## src/rtl/byte_alu_pkg.sv

```systemverilog
package byte_alu_pkg;

   typedef enum logic [3:0] {
      OP_AND   = 4'd0,
      OP_OR    = 4'd1,
      OP_XOR   = 4'd2,
      OP_NOTF  = 4'd3,
      OP_NOTW  = 4'd4,
      OP_SWAP  = 4'd5,
      OP_ROTL  = 4'd6,
      OP_ROTR  = 4'd7,
      OP_INC   = 4'd8,
      OP_DEC   = 4'd9
   } alu_op_e;

   typedef enum logic [1:0] {
      CLS_BITWISE = 2'd0,
      CLS_ROTATE  = 2'd1,
      CLS_COUNT   = 2'd2,
      CLS_PASS    = 2'd3
   } alu_cls_e;

   function automatic alu_cls_e op_class(input logic [3:0] op);
      case (op)
         OP_AND, OP_OR, OP_XOR, OP_NOTF, OP_NOTW, OP_SWAP: op_class = CLS_BITWISE;
         OP_ROTL, OP_ROTR:                                 op_class = CLS_ROTATE;
         OP_INC, OP_DEC:                                   op_class = CLS_COUNT;
         default:                                          op_class = CLS_PASS;
      endcase
   endfunction

endpackage

```

## src/rtl/byte_alu_bitwise.sv

```systemverilog
module byte_alu_bitwise
   import byte_alu_pkg::*;
#(
   parameter int DATA_W = 8
) (
   input  logic [3:0]        op_i,
   input  logic [DATA_W-1:0] w_i,
   input  logic [DATA_W-1:0] f_i,
   output logic [DATA_W-1:0] res_o
);

   localparam int HALF_W = DATA_W / 2;

   logic [DATA_W-1:0] swapped;

   generate
      if (DATA_W % 2 == 0) begin : g_even_swap
         assign swapped = {f_i[HALF_W-1:0], f_i[DATA_W-1:HALF_W]};
      end else begin : g_no_swap
         assign swapped = f_i;
      end
   endgenerate

   always_comb begin
      case (op_i)
         OP_AND:  res_o = w_i & f_i;
         OP_OR:   res_o = w_i | f_i;
         OP_XOR:  res_o = w_i ^ f_i;
         OP_NOTF: res_o = ~f_i;
         OP_NOTW: res_o = ~w_i;
         OP_SWAP: res_o = swapped;
         default: res_o = f_i;
      endcase
   end

endmodule

```

## src/rtl/byte_alu_rotate.sv

```systemverilog
module byte_alu_rotate #(
   parameter int DATA_W = 8
) (
   input  logic              right_i,
   input  logic [DATA_W-1:0] f_i,
   input  logic              cin_i,
   output logic [DATA_W-1:0] res_o,
   output logic              cout_o
);

   logic [DATA_W-1:0] left_res;
   logic [DATA_W-1:0] right_res;

   assign left_res  = {f_i[DATA_W-2:0], cin_i};
   assign right_res = {cin_i, f_i[DATA_W-1:1]};

   always_comb begin
      if (right_i) begin
         res_o  = right_res;
         cout_o = f_i[0];
      end else begin
         res_o  = left_res;
         cout_o = f_i[DATA_W-1];
      end
   end

endmodule

```

## src/rtl/byte_alu_count.sv

```systemverilog
module byte_alu_count #(
   parameter int DATA_W       = 8,
   parameter bit COUNT_FLAGS  = 1'b0
) (
   input  logic              down_i,
   input  logic [DATA_W-1:0] f_i,
   input  logic              c_i,
   input  logic              dc_i,
   output logic [DATA_W-1:0] res_o,
   output logic              c_o,
   output logic              dc_o
);

   localparam int HALF_W = DATA_W / 2;
   localparam logic [DATA_W-1:0] ONE = {{(DATA_W-1){1'b0}}, 1'b1};

   assign res_o = down_i ? (f_i - ONE) : (f_i + ONE);

   generate
      if (COUNT_FLAGS) begin : g_flags
         always_comb begin
            if (down_i) begin
               c_o  = |f_i;
               dc_o = |f_i[HALF_W-1:0];
            end else begin
               c_o  = &f_i;
               dc_o = &f_i[HALF_W-1:0];
            end
         end
      end else begin : g_keep
         assign c_o  = c_i;
         assign dc_o = dc_i;
      end
   endgenerate

endmodule

```

## src/rtl/byte_alu.sv

```systemverilog
module byte_alu
   import byte_alu_pkg::*;
#(
   parameter int DATA_W      = 8,
   parameter int STAT_W      = 8,
   parameter int C_POS       = 0,
   parameter int DC_POS      = 1,
   parameter int Z_POS       = 2,
   parameter bit COUNT_FLAGS = 1'b0
) (
   input  logic              clk,
   input  logic              rst_n,
   input  logic [3:0]        op_i,
   input  logic [DATA_W-1:0] w_i,
   input  logic [DATA_W-1:0] f_i,
   input  logic [STAT_W-1:0] status_i,
   output logic [DATA_W-1:0] result_o,
   output logic [STAT_W-1:0] status_o,
   output logic              skip_o
);

   initial begin
      if (DATA_W < 4 || DATA_W % 2 != 0)
         $error("byte_alu: DATA_W must be even and at least 4");
      if (C_POS >= STAT_W || DC_POS >= STAT_W || Z_POS >= STAT_W)
         $error("byte_alu: flag position outside status byte");
      if (C_POS == DC_POS || C_POS == Z_POS || DC_POS == Z_POS)
         $error("byte_alu: flag positions must differ");
   end

   alu_cls_e          cls;
   logic [DATA_W-1:0] bw_res;
   logic [DATA_W-1:0] rot_res;
   logic              rot_c;
   logic [DATA_W-1:0] cnt_res;
   logic              cnt_c;
   logic              cnt_dc;
   logic [DATA_W-1:0] res_d;
   logic [STAT_W-1:0] stat_d;
   logic              skip_d;
   logic              upd_z;

   assign cls = op_class(op_i);

   byte_alu_bitwise #(.DATA_W(DATA_W)) u_bitwise (
      .op_i  (op_i),
      .w_i   (w_i),
      .f_i   (f_i),
      .res_o (bw_res)
   );

   byte_alu_rotate #(.DATA_W(DATA_W)) u_rotate (
      .right_i (op_i == OP_ROTR),
      .f_i     (f_i),
      .cin_i   (status_i[C_POS]),
      .res_o   (rot_res),
      .cout_o  (rot_c)
   );

   byte_alu_count #(.DATA_W(DATA_W), .COUNT_FLAGS(COUNT_FLAGS)) u_count (
      .down_i (op_i == OP_DEC),
      .f_i    (f_i),
      .c_i    (status_i[C_POS]),
      .dc_i   (status_i[DC_POS]),
      .res_o  (cnt_res),
      .c_o    (cnt_c),
      .dc_o   (cnt_dc)
   );

   always_comb begin
      res_d  = f_i;
      stat_d = status_i;
      upd_z  = 1'b0;
      skip_d = 1'b0;
      case (cls)
         CLS_BITWISE: begin
            res_d = bw_res;
            upd_z = (op_i != OP_SWAP);
         end
         CLS_ROTATE: begin
            res_d         = rot_res;
            stat_d[C_POS] = rot_c;
         end
         CLS_COUNT: begin
            res_d          = cnt_res;
            stat_d[C_POS]  = cnt_c;
            stat_d[DC_POS] = cnt_dc;
            upd_z          = 1'b1;
            skip_d         = ~|cnt_res;
         end
         default: begin
            res_d = f_i;
         end
      endcase
      if (upd_z)
         stat_d[Z_POS] = ~|res_d;
   end

   always_ff @(posedge clk or negedge rst_n) begin
      if (!rst_n) begin
         result_o <= '0;
         status_o <= '0;
         skip_o   <= 1'b0;
      end else begin
         result_o <= res_d;
         status_o <= stat_d;
         skip_o   <= skip_d;
      end
   end

endmodule

```

## config.mk

```make
export PLATFORM = sky130hd
export DESIGN_NAME = byte_alu
export DESIGN_NICKNAME = d
export VERILOG_FILES = /design/src/rtl/byte_alu_pkg.sv /design/src/rtl/byte_alu_bitwise.sv /design/src/rtl/byte_alu_rotate.sv /design/src/rtl/byte_alu_count.sv /design/src/rtl/byte_alu.sv
export SDC_FILE = /design/constraint.sdc
export NUM_CORES = 1
export LEC_CHECK = 0
export ABC_CLOCK_PERIOD_IN_PS = 850
export BUFFER_PORTS_ARGS = -buffer_cell sky130_fd_sc_hd__clkbuf_2
export CAP_MARGIN = 20
export CELL_PAD_IN_SITES_DETAIL_PLACEMENT = 0
export CELL_PAD_IN_SITES_GLOBAL_PLACEMENT = 1
export CORE_UTILIZATION = 43
export CTS_CLUSTER_DIAMETER = 150
export DETAILED_ROUTE_END_ITERATION = 8
export PLACE_DENSITY = 0.86
export SKIP_CTS_REPAIR_TIMING = 1
export SYNTH_ARGS = -nofsm -noshare
export SYNTH_HDL_FRONTEND = slang
export SYNTH_SLANG_ARGS = --single-unit
```

## constraint.sdc

```tcl
create_clock -name clk -period 0.85 [get_ports clk]
set_clock_uncertainty 0.05 [all_clocks]
set_input_delay 0.0425 -clock clk [delete_from_list [all_inputs] [get_ports clk]]
set_output_delay 0.0425 -clock clk [all_outputs]
set_load 0.01 [all_outputs]
```

==> results of run 1 <==
==> cell families (layout without fill, tap and decap cells) <==
family | count (synthesis) | after routing | share of synthesized area [%]
compound gates | 69 | 69 | 24.4
xor+xnor | 9 | 9 | 3.92
fa+ha+maj | 18 | 18 | 11.2
buf+inv | 43 | 155 | 10.0
flops | 17 | 17 | 21.1
mux | 11 | 11 | 6.16
simple gates | 81 | 81 | 23.2
==> worst max-delay path, delay by kind of cell <==
family / cells / cell delay (ns)
AO/OA/AOI/OAI: 3 / 0.39
XOR/XNOR: 2 / 0.30
adder cells (fa/ha/maj): 1 / 0.22
buffers and inverters: 1 / 0.09
AND/OR/NAND/NOR: 4 / 1.12
==> registers in the layout, indices dropped and copies added, names as in the netlist <==
register  flops
skip_o        1
result_o      8
status_o      8
==> report_power, final <==
group | switching [mW] | internal, mW
combinational | 0.733 | 0.739
clock | 0.232 | 0.331
sequential | 0.0172 | 0.877
total | 0.982 | 1.95
==> worst min-delay path by stage <==
stage	from	end
6_report	status_i[0]	status_o[0]
3_5_place_dp	rst_n	status_o[0]
2_1_floorplan	rst_n	result_o[0]
5_1_grt	status_i[0]	status_o[0]
3_3_place_gp	rst_n	result_o[7]
4_1_cts	rst_n	status_o[0]
==> cell usage in the layout (no fill, tap or decap), types with 4 or more instances in the layout <==
master and n:
ha_1 16, o21ai_0 9, a21oi_1 9, mux2i_1 7, xnor2_1 6, dlygate4sd3_1 8
nand2b_1 6, nand2_1 15, buf_6 9, clkbuf_2 43, inv_1 17, nand4_1 4
buf_4 63, nor2b_1 5, nor2_1 15, o211ai_1 7, dfrtp_1 17
==> per-stage QoR <==
step	setup slack [ns]	TNS, ns
2_1_floorplan	-1.26	-6.92
3_3_place_gp	-1.32	-9.94
3_5_place_dp	-1.38	-10.36
4_1_cts	-1.13	-7.53
5_1_grt	-1.27	-7.99
6_report	-1.18	-7.29
==> layer usage <==
metal,share of wire (%),GRT usage [%],vias up
met5,0,0,-
li1,-,-,1127
met4,1.3,6.44,0
met3,6.1,1.44,10
met1,43,33.2,1085
met2,49,41.3,94
==> layout make-up <==
cell class | instances | area, µm² | area share [%]
inverters | 22 | 90.1 | 2.76
well taps | 52 | 65.1 | 1.99
flip-flops and latches | 17 | 425 | 13.0
clock buffers | 4 | 45.0 | 1.38
multi-input cells | 188 | 1670 | 51.0
repair buffers | 129 | 975 | 29.8
==> results.toml, run 1 <==
[layout]
stdcell_area_um2 = 3270
syn_to_final_growth_pct = 62.4
antenna_cells = 0
final_cells = 412
final_core_util_pct = 74.0
finalNetCount = 409
drive_gt1_share_pct = 48.9
n_fill_cell = 313

[clock_tree]
clock_path_buffers = 2
path_clk_slew_ns = 0.06
cts.sinks = 17
cts_buffers = 3
h-tree-depth = 1
cts_root_buf = "clkbuf_8"
cts_tree = "yes"

[setup_path]
crit_fanout = 5
cp-end-kind = "register"
crit_slowest_cell = "or4_1"
worst_path_largest_cell_delay_ns = 0.44
crit_chain = "buf_6 -> and4bb_2 -> xnor2_4 -> ha_4 -> nor2b_4 -> o21ai_2 -> xnor2_1 -> a22oi_1 -> or4_1 -> nor3_2 -> a32o_1"
crit_type = "in -> reg"
start_kind = "input port"
worstPathArrival_ns = 2.16
cp-startpoint = "op_i[1]"
critPathCapture = "status_o[2]"
required_ns = 0.98

[global_route]
track_usage_pct = 24.3
grt_max_degree = 26
gr-total-overflow = 0
grt_pass1_wl_mm = 9.69
antenna_found_initial = 0
grt_pass1_vias = 2052

[place]
portBuffers = 46
placed_area_um2 = 2740
dp.cells = 392
dp_hpwl_mm = 4.56
place_congestion = 0.828

[yosys]
ys_warn_count = 0
synth.top_cell.area_share_pct = 21.1
synth_fp_nets = 296
ys_top_cells_by_area = "dfrtp_1 (21%), ha_1 (11%), mux2i_1 (4.5%)"
synth_area_per_cell_um2 = 8.11
yosysMostFrequentCell = "inv_1"
ys.flop_type = "dfrtp_1"
netlist_instances = 248
synth_common_cells = "inv_1 (20), ha_1 (18), dfrtp_1 (17), nand2_1 (17), nor2_1 (16)"
synth-seq-cells = 17
synth_edf_count = 0
seq_area_frac_synth_pct = 21.1
yosysUniqueCellTypes = 59
async_reset_ff_share_pct = 100
synth_area_leader_cell = "dfrtp_1"
syn_area_um2 = 2010

[timing]
relSlewSlack_pct = 73.6
setup_slack_ns = -1.18
rsz0062_at_grt = "yes"
maxSlewViolCount = 0
setup_viol = 10
period_needed_ns = 2.03
worst_slew_pin_slew_ns = 0.391
hold_slack_ns = 0.157
fmax_mhz = 493
min_period_over_period_pct = 238
hold_viol = 0

[route]
drt-initial-drc-count = 175
drc = 0
antenna_left = 0
vias_per_cell = 5.62
routedWlPerCell_um = 15.7
vias = 2316
dr.pass1.iters = 5
drt-total-wl_mm = 6.48

[run_status]
outcome = "finished, violations left"
failed_checks = "negative setup slack"

[flow_run]
maxCapViolations = 0

[min_path]
hold_depth = 4
min_path_type = "in -> reg"

[die]
dieWidth_um = 70.4
io_pins = 47
num_rows = 24
coreArea_um2 = 4410
start_util_pct = 45.6
die-area_um2 = 4960
die_h_um = 70.4

[pwr]
power_mw = 2.93
irDropWorstVdd_v = 0.000544
leakage_nw = 1.53
p_per_area_nw_per_um2 = 897
Note: power is estimated with default switching activity, not from simulation.
==> run 2, diff against run 1 <==
CORE_UTILIZATION = 40   (was 43)
MAX_ROUTING_LAYER = met4   (was not set)
PLACE_DENSITY = 0.79   (was 0.86)
SYNTH_HIERARCHICAL = 1   (was not set)
==> run 2 against run 1 <==
Compared with the run above:
- the run ends with negative hold slack, negative setup slack left
- flip-flop and latch count unchanged
- combinational power up 14%
- utilization down 9.6 points
- first-iteration DRC count down 62%
- synthesized area up 7.1%
- synthesized cell count down 3.2%
- largest cell class unchanged
- largest power group unchanged
==> results.toml, run 2 <==
[run_status]
outcome = "finished, violations left"
failed_checks = "negative hold slack, negative setup slack"

[die]
die_h_um = 75.4
num_rows = 26
die-area_um2 = 5680
io_pins = 47
coreArea_um2 = 5140
dieWidth_um = 75.4
start_util_pct = 41.9

[global_route]
grt_pass1_wl_mm = 8.83
grt_pass1_vias = 1928
antenna_found_initial = 0
grt_max_degree = 28
gr-total-overflow = 0
track_usage_pct = 21.0

[setup_path]
crit_fanout = 8
cp-end-kind = "register"
required_ns = 0.95
start_kind = "input port"
crit_type = "in -> reg"
worstPathArrival_ns = 2.41

[yosys]
yosysMostFrequentCell = "a21oi_1"
synth_area_leader_cell = "dfrtp_1"
synth_common_cells = "a21oi_1 (28), ha_1 (26), inv_1 (23)"
netlist_instances = 240
ys.flop_type = "dfrtp_1"
synth_area_per_cell_um2 = 8.98
syn_area_um2 = 2150
synthSimpleGateAreaFrac_pct = 13.6
seq_area_frac_synth_pct = 19.7
ys_top_cells_by_area = "dfrtp_1 (20%), ha_1 (15%), a21oi_1 (6.5%)"
async_reset_ff_share_pct = 100
synth-seq-cells = 17
yosysUniqueCellTypes = 49
synth_xor_area_share_pct = 1.63
synth-compound-area-share_pct = 29.3
synth_fp_nets = 297
muxShareOfSynthArea_pct = 8.65
synthAdderAreaFrac_pct = 16.5
synth.top_cell.area_share_pct = 19.7
synth_edf_count = 0
synth_top_family_by_area = "compound AO/OA/AOI/OAI gates"
ys_warn_count = 6

[route]
vias_per_cell = 5.18
routedWlPerCell_um = 14.8
vias = 2185
drt-initial-drc-count = 66
drc = 0
drt-total-wl_mm = 6.25
dr.pass1.iters = 4
antenna_left = 0

[pwr]
leakage_nw = 1.56
irDropWorstVdd_v = 0.000860
p_per_area_nw_per_um2 = 956

[timing]
hold_viol = 1
setup_tns_ns = -10.03
period_needed_ns = 2.31
setup_slack_ns = -1.46
min_period_over_period_pct = 272
fmax_mhz = 433
setup_viol = 12
worst_slew_pin_slew_ns = 0.394
rsz0062_at_grt = "yes"
hold_slack_ns = -0.0321
relSlewSlack_pct = 73.7
maxSlewViolCount = 0

[layout]
n_fill_cell = 458
syn_to_final_growth_pct = 53.6
finalNetCount = 410
drive_gt1_share_pct = 52.6
layout_common_cells = "buf_4 (63), clkbuf_2 (40), a21oi_1 (20), inv_1 (20), ha_1 (18)"
antenna_cells = 0
final_cells = 422
stdcell_area_um2 = 3310
reg_top3 = "result_o x8, status_o x8, skip_o x1"
final_common_cell = "buf_4"

[place]
portBuffers = 46
placed_area_um2 = 2900
dp.cells = 405
place_congestion = 0.868
preCtsSetupSlack_ns = -1.91
dp_hpwl_mm = 4.49

[clock_tree]
cts_tree = "yes"
cts.sinks = 17
clock_path_buffers = 2
h-tree-depth = 1
cts_root_buf = "clkbuf_8"
cts_buffers = 3
path_clk_slew_ns = 0.06

[flow_run]
maxCapViolations = 0

[min_path]
min_path_type = "in -> reg"
==> run 2: changes by cell type after synthesis, sizes merged, moves of 7 or more <==
| cell | delta |
|---|---|
| a21oi | +22 |
| mux2 | +9 |
| nand2 | -9 |
| a221oi | +8 |
| ha | +8 |
| a22oi | +7 |
==> run 2: path summary, 6_finish.rpt <==
check,startpoint,cells after the start,endpoint,slack (ns)
max in group asynchronous,rst_n,2,result_o[6],0.25
min,status_i[1],2,status_o[1],-0.03
min in group asynchronous,rst_n,2,status_o[5],0.21
max,op_i[2],12,status_o[2],-1.46
==> run 2: critical path: stages <==
cell and delay (ns):
buf_8 0.10, nor3_4 0.21, buf_12 0.16, ha_4 0.22
nor2b_4 0.13, o31a_1 0.26, o211ai_1 0.21, nand3_2 0.12
a21oi_2 0.17, a21oi_2 0.08, or4_4 0.52, o41ai_2 0.19
==> run 2: area by class of cell <==
type | instances | area [µm²] | share of cell area [%]
Clock buffer | 3 | 41.3 | 1.25
Clock inverter | 1 | 5.00 | 0.151
Inverter | 23 | 86.3 | 2.61
Multi-Input combinational cell | 183 | 1730 | 52.2
Sequential cell | 17 | 425 | 12.9
Tap cell | 70 | 87.6 | 2.65
Timing Repair Buffer | 125 | 935 | 28.2
==> run 2: cells by family after synthesis <==
family / Yosys count
xor+xnor: 4
flops: 17
compound gates: 85
buf+inv: 40
simple gates: 52
fa+ha+maj: 28
mux: 14
==> run 2: metrics by stage <==
| stage | utilization, % | total power, mW |
|---|---|---|
| 5_1_grt | 64.4 | 3.38 |
| 4_1_cts | 57.3 | 2.93 |
| 6_report | 64.4 | 3.16 |
| 3_5_place_dp | 56.4 | 2.35 |
| 2_1_floorplan | - | 1.72 |
| 3_3_place_gp | 56.4 | 2.33 |
==> run 2: where the power goes <==
| group | internal, mW | switching, mW | total, mW | leakage, nW |
|---|---|---|---|---|
| clock network | 0.325 | 0.251 | 0.576 | 0.0255 |
| logic | 0.878 | 0.801 | 1.68 | 1.33 |
| registers | 0.889 | 0.0197 | 0.909 | 0.204 |
| total | 2.09 | 1.07 | 3.16 | 1.56 |
==> run 2: routing by layer <==
metal | up-vias | global-route usage, % | share of wire (%) | wire (µm)
li1 | 1101 | - | - | -
met1 | 1024 | 26.2 | 43 | 2720
met2 | 50 | 37.2 | 52 | 3250
met3 | 10 | 2.25 | 2.5 | 156
met4 | 0 | 3.09 | 1.9 | 121
met5 | - | - | 0 | 0
